File: config.mk
export PLATFORM = sky130hd
export DESIGN_NAME = uehl_top
export DESIGN_NICKNAME = d
export VERILOG_FILES = /design/src/rtl/uehl_pkg.sv /design/src/rtl/uehl_fifo.sv /design/src/rtl/uehl_logreg.sv /design/src/rtl/uehl_top.sv
export SDC_FILE = /design/constraint.sdc
export NUM_CORES = 2
export LEC_CHECK = 0
export BUFFER_PORTS_ARGS = -buffer_cell sky130_fd_sc_hd__buf_4
export CORE_MARGIN = 10
export CORE_UTILIZATION = 59
export DETAILED_ROUTE_END_ITERATION = 10
export GPL_ROUTABILITY_DRIVEN = 0
export GPL_TIMING_DRIVEN = 0
export MAX_ROUTING_LAYER = met4
export PLACE_DENSITY = 0.77
export SYNTH_ARGS = -nofsm -noshare
export SYNTH_HDL_FRONTEND = slang
export SYNTH_SLANG_ARGS = --single-unit
File: constraint.sdc
create_clock -name clk -period 44.3 [get_ports clk]
set_input_delay 4.43 -clock clk [delete_from_list [all_inputs] [get_ports clk]]
set_output_delay 4.43 -clock clk [all_outputs]
set_load 0.1 [all_outputs]
File: src/rtl/uehl_pkg.sv
package uehl_pkg;
    localparam int STAT_W       = 32;
    localparam int IDX_W        = $clog2(STAT_W);
    localparam int DW_W         = 32;
    localparam int LOG_DW       = 4;
    localparam int LOG_W        = DW_W * LOG_DW;
    localparam int QDEPTH_LIMIT = 32;

    typedef struct packed {
        logic [IDX_W-1:0] idx;
        logic             hdr_ok;
        logic [LOG_W-1:0] hdr;
        logic             pfx_ok;
        logic [LOG_W-1:0] pfx;
    } err_rec_t;

    function automatic logic single_bit(input logic [STAT_W-1:0] v);
        return (v != '0) && ((v & (v - 1'b1)) == '0);
    endfunction

    function automatic logic [IDX_W-1:0] bit_pos(input logic [STAT_W-1:0] v);
        logic [IDX_W-1:0] r;
        r = '0;
        for (int i = 0; i < STAT_W; i++)
            if (v[i]) r = IDX_W'(i);
        return r;
    endfunction

    function automatic logic [LOG_W-1:0] dword_bswap(input logic [LOG_W-1:0] v);
        logic [LOG_W-1:0] r;
        for (int k = 0; k < LOG_DW; k++)
            for (int b = 0; b < DW_W/8; b++)
                r[k*DW_W + b*8 +: 8] = v[k*DW_W + (DW_W/8-1-b)*8 +: 8];
        return r;
    endfunction
endpackage

File: src/rtl/uehl_fifo.sv
module uehl_fifo
    import uehl_pkg::*;
#(
    parameter int DEPTH = 4,
    localparam int CNT_W = $clog2(DEPTH + 1)
) (
    input  logic                clk,
    input  logic                rst,
    input  logic                flush,
    input  logic                push,
    input  logic                pop,
    input  err_rec_t            din,
    output err_rec_t            head,
    output logic [STAT_W-1:0]   occ_mask,
    output logic [CNT_W-1:0]    count,
    output logic                empty,
    output logic                full
);
    err_rec_t         slot [DEPTH];
    logic [CNT_W-1:0] wr_pos;

    assign empty  = (count == '0);
    assign full   = (count == CNT_W'(DEPTH));
    assign head   = slot[0];
    assign wr_pos = pop ? count - 1'b1 : count;

    generate
        for (genvar g = 0; g < DEPTH; g++) begin : g_slot
            err_rec_t shifted;
            if (g < DEPTH - 1) begin : g_mid
                assign shifted = slot[g+1];
            end else begin : g_end
                assign shifted = slot[g];
            end
            always_ff @(posedge clk) begin
                if (push && wr_pos == CNT_W'(g))
                    slot[g] <= din;
                else if (pop)
                    slot[g] <= shifted;
            end
        end
    endgenerate

    always_ff @(posedge clk) begin
        if (rst || flush)
            count <= '0;
        else
            count <= count + CNT_W'(push) - CNT_W'(pop);
    end

    always_comb begin
        occ_mask = '0;
        for (int i = 0; i < DEPTH; i++)
            if (CNT_W'(i) < count) occ_mask[slot[i].idx] = 1'b1;
    end
endmodule

File: src/rtl/uehl_logreg.sv
module uehl_logreg
    import uehl_pkg::*;
(
    input  logic              clk,
    input  logic              rst,
    input  logic              load,
    input  logic              clear,
    input  err_rec_t          src,
    input  logic              pfx_cap,
    output logic [IDX_W-1:0]  fep,
    output logic              pfx_logged,
    output logic [LOG_W-1:0]  hdr_log,
    output logic [LOG_W-1:0]  pfx_log
);
    logic keep_pfx;
    assign keep_pfx = src.pfx_ok && pfx_cap;

    always_ff @(posedge clk) begin
        if (rst) begin
            fep        <= '0;
            pfx_logged <= 1'b0;
            hdr_log    <= '0;
            pfx_log    <= '0;
        end else if (load) begin
            fep        <= src.idx;
            pfx_logged <= keep_pfx;
            hdr_log    <= src.hdr_ok ? dword_bswap(src.hdr) : '0;
            pfx_log    <= keep_pfx   ? dword_bswap(src.pfx) : '0;
        end else if (clear) begin
            fep        <= '0;
            pfx_logged <= 1'b0;
            hdr_log    <= '0;
            pfx_log    <= '0;
        end
    end
endmodule

File: src/rtl/uehl_top.sv
module uehl_top
    import uehl_pkg::*;
#(
    parameter int QDEPTH = 4
) (
    input  logic              clk,
    input  logic              rst,
    input  logic              mhr_en,
    input  logic              pfx_cap,
    input  logic              rec_valid,
    input  logic [31:0]       rec_status,
    input  logic              rec_hdr_valid,
    input  logic [127:0]      rec_hdr,
    input  logic              rec_pfx_present,
    input  logic [127:0]      rec_pfx,
    input  logic              w1c_valid,
    input  logic [31:0]       w1c_data,
    output logic [4:0]        fep,
    output logic              pfx_logged,
    output logic [127:0]      hdr_log,
    output logic [127:0]      pfx_log,
    output logic [31:0]       unc_status,
    output logic              log_overflow
);
    localparam int DEPTH = (QDEPTH > QDEPTH_LIMIT) ? QDEPTH_LIMIT :
                           (QDEPTH < 1) ? 1 : QDEPTH;
    localparam int CNT_W = $clog2(DEPTH + 1);

    err_rec_t          in_rec, fifo_head, log_src;
    logic [STAT_W-1:0] occ_mask, status_w, status_nxt;
    logic [CNT_W-1:0]  q_count;
    logic              q_empty, q_full;
    logic              do_pop, do_push, do_clr, log_rec, ovf_nxt, rec_ok;
    logic [IDX_W-1:0]  mid_fep;

    assign in_rec.idx    = bit_pos(rec_status);
    assign in_rec.hdr_ok = rec_hdr_valid;
    assign in_rec.hdr    = rec_hdr;
    assign in_rec.pfx_ok = rec_pfx_present;
    assign in_rec.pfx    = rec_pfx;
    assign rec_ok        = rec_valid && single_bit(rec_status);

    // Write stage first, then the record sees the post-write state.
    always_comb begin
        status_w = unc_status;
        do_pop   = 1'b0;
        do_clr   = 1'b0;
        if (w1c_valid) begin
            status_w = unc_status & ~w1c_data;
            if (!status_w[fep]) begin
                if (!mhr_en || q_empty) begin
                    do_clr = 1'b1;
                end else begin
                    status_w = status_w | occ_mask;
                    do_pop   = 1'b1;
                end
            end else if (mhr_en) begin
                status_w = status_w | occ_mask;
            end
        end
        mid_fep = do_pop ? fifo_head.idx : (do_clr ? '0 : fep);

        status_nxt = status_w;
        do_push    = 1'b0;
        log_rec    = 1'b0;
        ovf_nxt    = 1'b0;
        if (rec_ok) begin
            status_nxt = status_w | rec_status;
            if (mhr_en && status_w[mid_fep]) begin
                if (q_full && !do_pop) ovf_nxt = 1'b1;
                else                   do_push = 1'b1;
            end else begin
                log_rec = 1'b1;
            end
        end
    end

    assign log_src = do_pop ? fifo_head : in_rec;

    always_ff @(posedge clk) begin
        if (rst) begin
            unc_status   <= '0;
            log_overflow <= 1'b0;
        end else begin
            unc_status   <= status_nxt;
            log_overflow <= ovf_nxt;
        end
    end

    uehl_fifo #(.DEPTH(DEPTH)) u_fifo (
        .clk      (clk),
        .rst      (rst),
        .flush    (!mhr_en),
        .push     (do_push),
        .pop      (do_pop),
        .din      (in_rec),
        .head     (fifo_head),
        .occ_mask (occ_mask),
        .count    (q_count),
        .empty    (q_empty),
        .full     (q_full)
    );

    uehl_logreg u_log (
        .clk        (clk),
        .rst        (rst),
        .load       (do_pop || log_rec),
        .clear      (do_clr),
        .src        (log_src),
        .pfx_cap    (pfx_cap),
        .fep        (fep),
        .pfx_logged (pfx_logged),
        .hdr_log    (hdr_log),
        .pfx_log    (pfx_log)
    );
endmodule

==> reports/metrics.cfg <==
[outcome]
status = finished, violations left
violations = DRC

[grt]
antenna_found_initial = 33
grt_pass1_wl_mm = 237
grt_overflow = 0
grt_start_max_net_pins = 18
grt_pass1_vias = 36500
grt_usage_pct = 29.8

[clocking]
cts.sinks = 1350
cts-root-buf = clkbuf_16
cts_tree = done
clockBufferDepth = 3
cts-resized-gates = 0
cts_hold_buf = 0
insertion_delay_ns = 0.77
path_clk_slew_ns = 0.06
h-tree-depth = 4
cts_setup_buffers = 0
numCtsBuffers = 140

[power]
power.switching_w = 0.000546
clkPwrFrac_pct = 44.7
power_w = 0.00264
internal_power_w = 0.00209
power_frac_seq_pct = 51.6
ir_drop_mv = 0.0386
combPwrFrac_pct = 3.7
powerDensity_nw_per_um2 = 38.2
swShare_pct = 20.7
p_leak_nw = 23.9

[timing]
skew_ns = 0.0311
final_hold_viol_count = 0
fmaxAchievable_mhz = 89.3
fin_crit_sh_pct = 25.3
rsz0062_at_grt = no
setup-violations-final = 0
worstMarginPinSlew_ns = 1.44
min_period_ns = 11.20
maxSlewViolCount = 0
relSlewSlack_pct = 4.16

[setup_path]
crit_path_start_kind = primary input
worstPathArrival_ns = 11.67
worstPathMaxFanout = 10
crit_family = buffers and inverters
cp_num_buf_inv = 17
crit_required_ns = 44.77
slowest_stage = clkbuf_1
worstSetupPathType = primary input to register
worst_setup_path_end_kind = register
max_stage_delay_ns = 0.85
cpMostUsedCell = buf_4

[yosys]
avgSynthCellArea_um2 = 15.9
ys_top_cells_by_area = edfxtp_1 (56%), mux2_2 (13%), dfxtp_1 (11%), mux2i_1 (4.7%), o2bb2ai_1 (4.0%)
async_flop_share_pct = 0
synth.top_cell.area_share_pct = 55.7
synthFlopType = edfxtp_1
synth_common_cells = edfxtp_1 (1052), mux2_2 (654), dfxtp_1 (298), mux2i_1 (268), o2bb2ai_1 (258)
synth.most_common_cell = edfxtp_1
seq_area_frac_synth_pct = 66.2
synth_fp_nets = 3905
synth_cells = 3569
netlist.top_cell.by_area = edfxtp_1
synth-edff-count = 1052
synth_seq_cells = 1350
synth_area_um2 = 56700
synth_cell_type_count = 83
yosys_warnings = 0

[layout]
seqCellArea_um2 = 37600
fin_area_um2 = 69000
multi_input_area_um2 = 17900
fin_nets = 4812
layout-drive-gt1-share_pct = 38.7
area_growth_pct = 21.7
nFillCells = 6135

[floorplan]
num_rows = 113
coreArea_um2 = 95200
initial_utilization_pct = 59.6
die-area_um2 = 109000
ios = 623
die_x_um = 330
die_height_um = 330

[place]
hpwl_mm = 116
portBuffers = 619
placed_cell_area_um2 = 64300

[flow_run]
maxCapViolCount = 0

[routing]
wl_per_cell_um = 27.3
ant_nets = 0
vias_per_cell = 6.16
num_vias = 36300
firstDrtPassIters = 11
drt-initial-drc-count = 3827
totalWireLength_mm = 161
drc = 16

[hold_path]
hp-class = register to register

[power groups by stage]
| stage | registers, W | logic [W] | clock network, W |
|---|---|---|---|
| 2_1_floorplan | 0.00139 | 0.0000447 | 0 |
| 3_3_place_gp | 0.00139 | 0.0000923 | 0 |
| 3_5_place_dp | 0.00139 | 0.0000957 | 0 |
| 4_1_cts | 0.00136 | 0.0000971 | 0.00119 |
| 5_1_grt | 0.00136 | 0.000106 | 0.00124 |
| 6_report | 0.00136 | 0.0000975 | 0.00118 |
[layout by cell type (no fill, tap or decap), types with 18 or more instances in the layout]
cell	instances
buf_4	764
a22oi_1	22
nor2_1	78
mux2i_1	268
nor3b_1	18
buf_6	23
dfxtp_1	298
nand2_1	81
mux2_1	140
buf_8	21
nand3_1	32
inv_1	31
o21ai_0	40
diode_2	32
clkbuf_8	18
nor2b_1	22
mux2_2	654
nor3_1	38
edfxtp_1	1052
clkinv_2	23
clkbuf_1	135
o2bb2ai_1	258
a21oi_1	54
o22ai_1	18
buf_2	70
clkbuf_16	146
[area by class of cell]
class / instances / area share [%]
Multi-Input combinational cell: 1970 / 26.0
Sequential cell: 1350 / 54.4
Inverter: 32 / 0.174
Timing Repair Buffer: 765 / 8.66
Antenna cell: 32 / 0.116
Clock buffer: 201 / 5.85
Clock inverter: 60 / 0.845
Tap cell: 1265 / 2.29
Buffer: 217 / 1.69
[through the flow]
step                      setup WS (ns)  instances  utilization (%)  hold slack, ns  TNS (ns)
after floorplan                    8.11       3569                -           0.487         0
after global placement           -12.84       5453             66.2           0.446  -9892.91
after detailed placement          32.37       5599             67.6           0.448         0
after CTS                         33.16       5860             72.5           0.466         0
after global routing              32.87       5892             72.5           0.476         0
final                             33.10       5892             72.5           0.463         0
[registers in the layout, summed over array words and instances, names as in the netlist]
name	count
u_fifo.slot	1052
u_log.hdr_log	128
unc_status	32
u_log.fep	5
u_log.pfx_logged	1
u_log.pfx_log	128
u_fifo.count	3
log_overflow	1
[path summary, 6_finish.rpt]
kind	from	endpoint	slack, ns	cells past startpoint
worst max-delay path	w1c_data[11]	u_fifo.slot[1][112]$_DFFE_PP_	33.10	25
worst min-delay path	u_log.hdr_log[12]$_SDFFE_PP0P_	u_log.hdr_log[12]$_SDFFE_PP0P_	0.46	1
worst max register to register	u_log.fep[0]$_SDFF_PP0_	u_fifo.slot[1][112]$_DFFE_PP_	35.59	24
worst min register to register	u_log.hdr_log[12]$_SDFFE_PP0P_	u_log.hdr_log[12]$_SDFFE_PP0P_	0.46	1
[metal layers]
layer	vias to the layer above	track usage (%)	wire, um
li1	16000	-	-
met1	18200	36.0	61600
met2	1713	46.8	77900
met3	411	8.50	14900
met4	0	12.3	6210
met5	-	-	0
[kinds of logic after synthesis]
kind of cell / count (synthesis) / synth area share [%]
xor gates and xnor gates: 1 / 0.0154
adders and majority gates: 11 / 0.243
and+or+nand+nor: 374 / 3.43
DFF: 1350 / 66.2
buffers and inverters: 249 / 2.27
AOI/OAI and AO/OA: 521 / 7.29
muxes: 1063 / 20.5
Note: power is estimated with default switching activity, not from simulation.
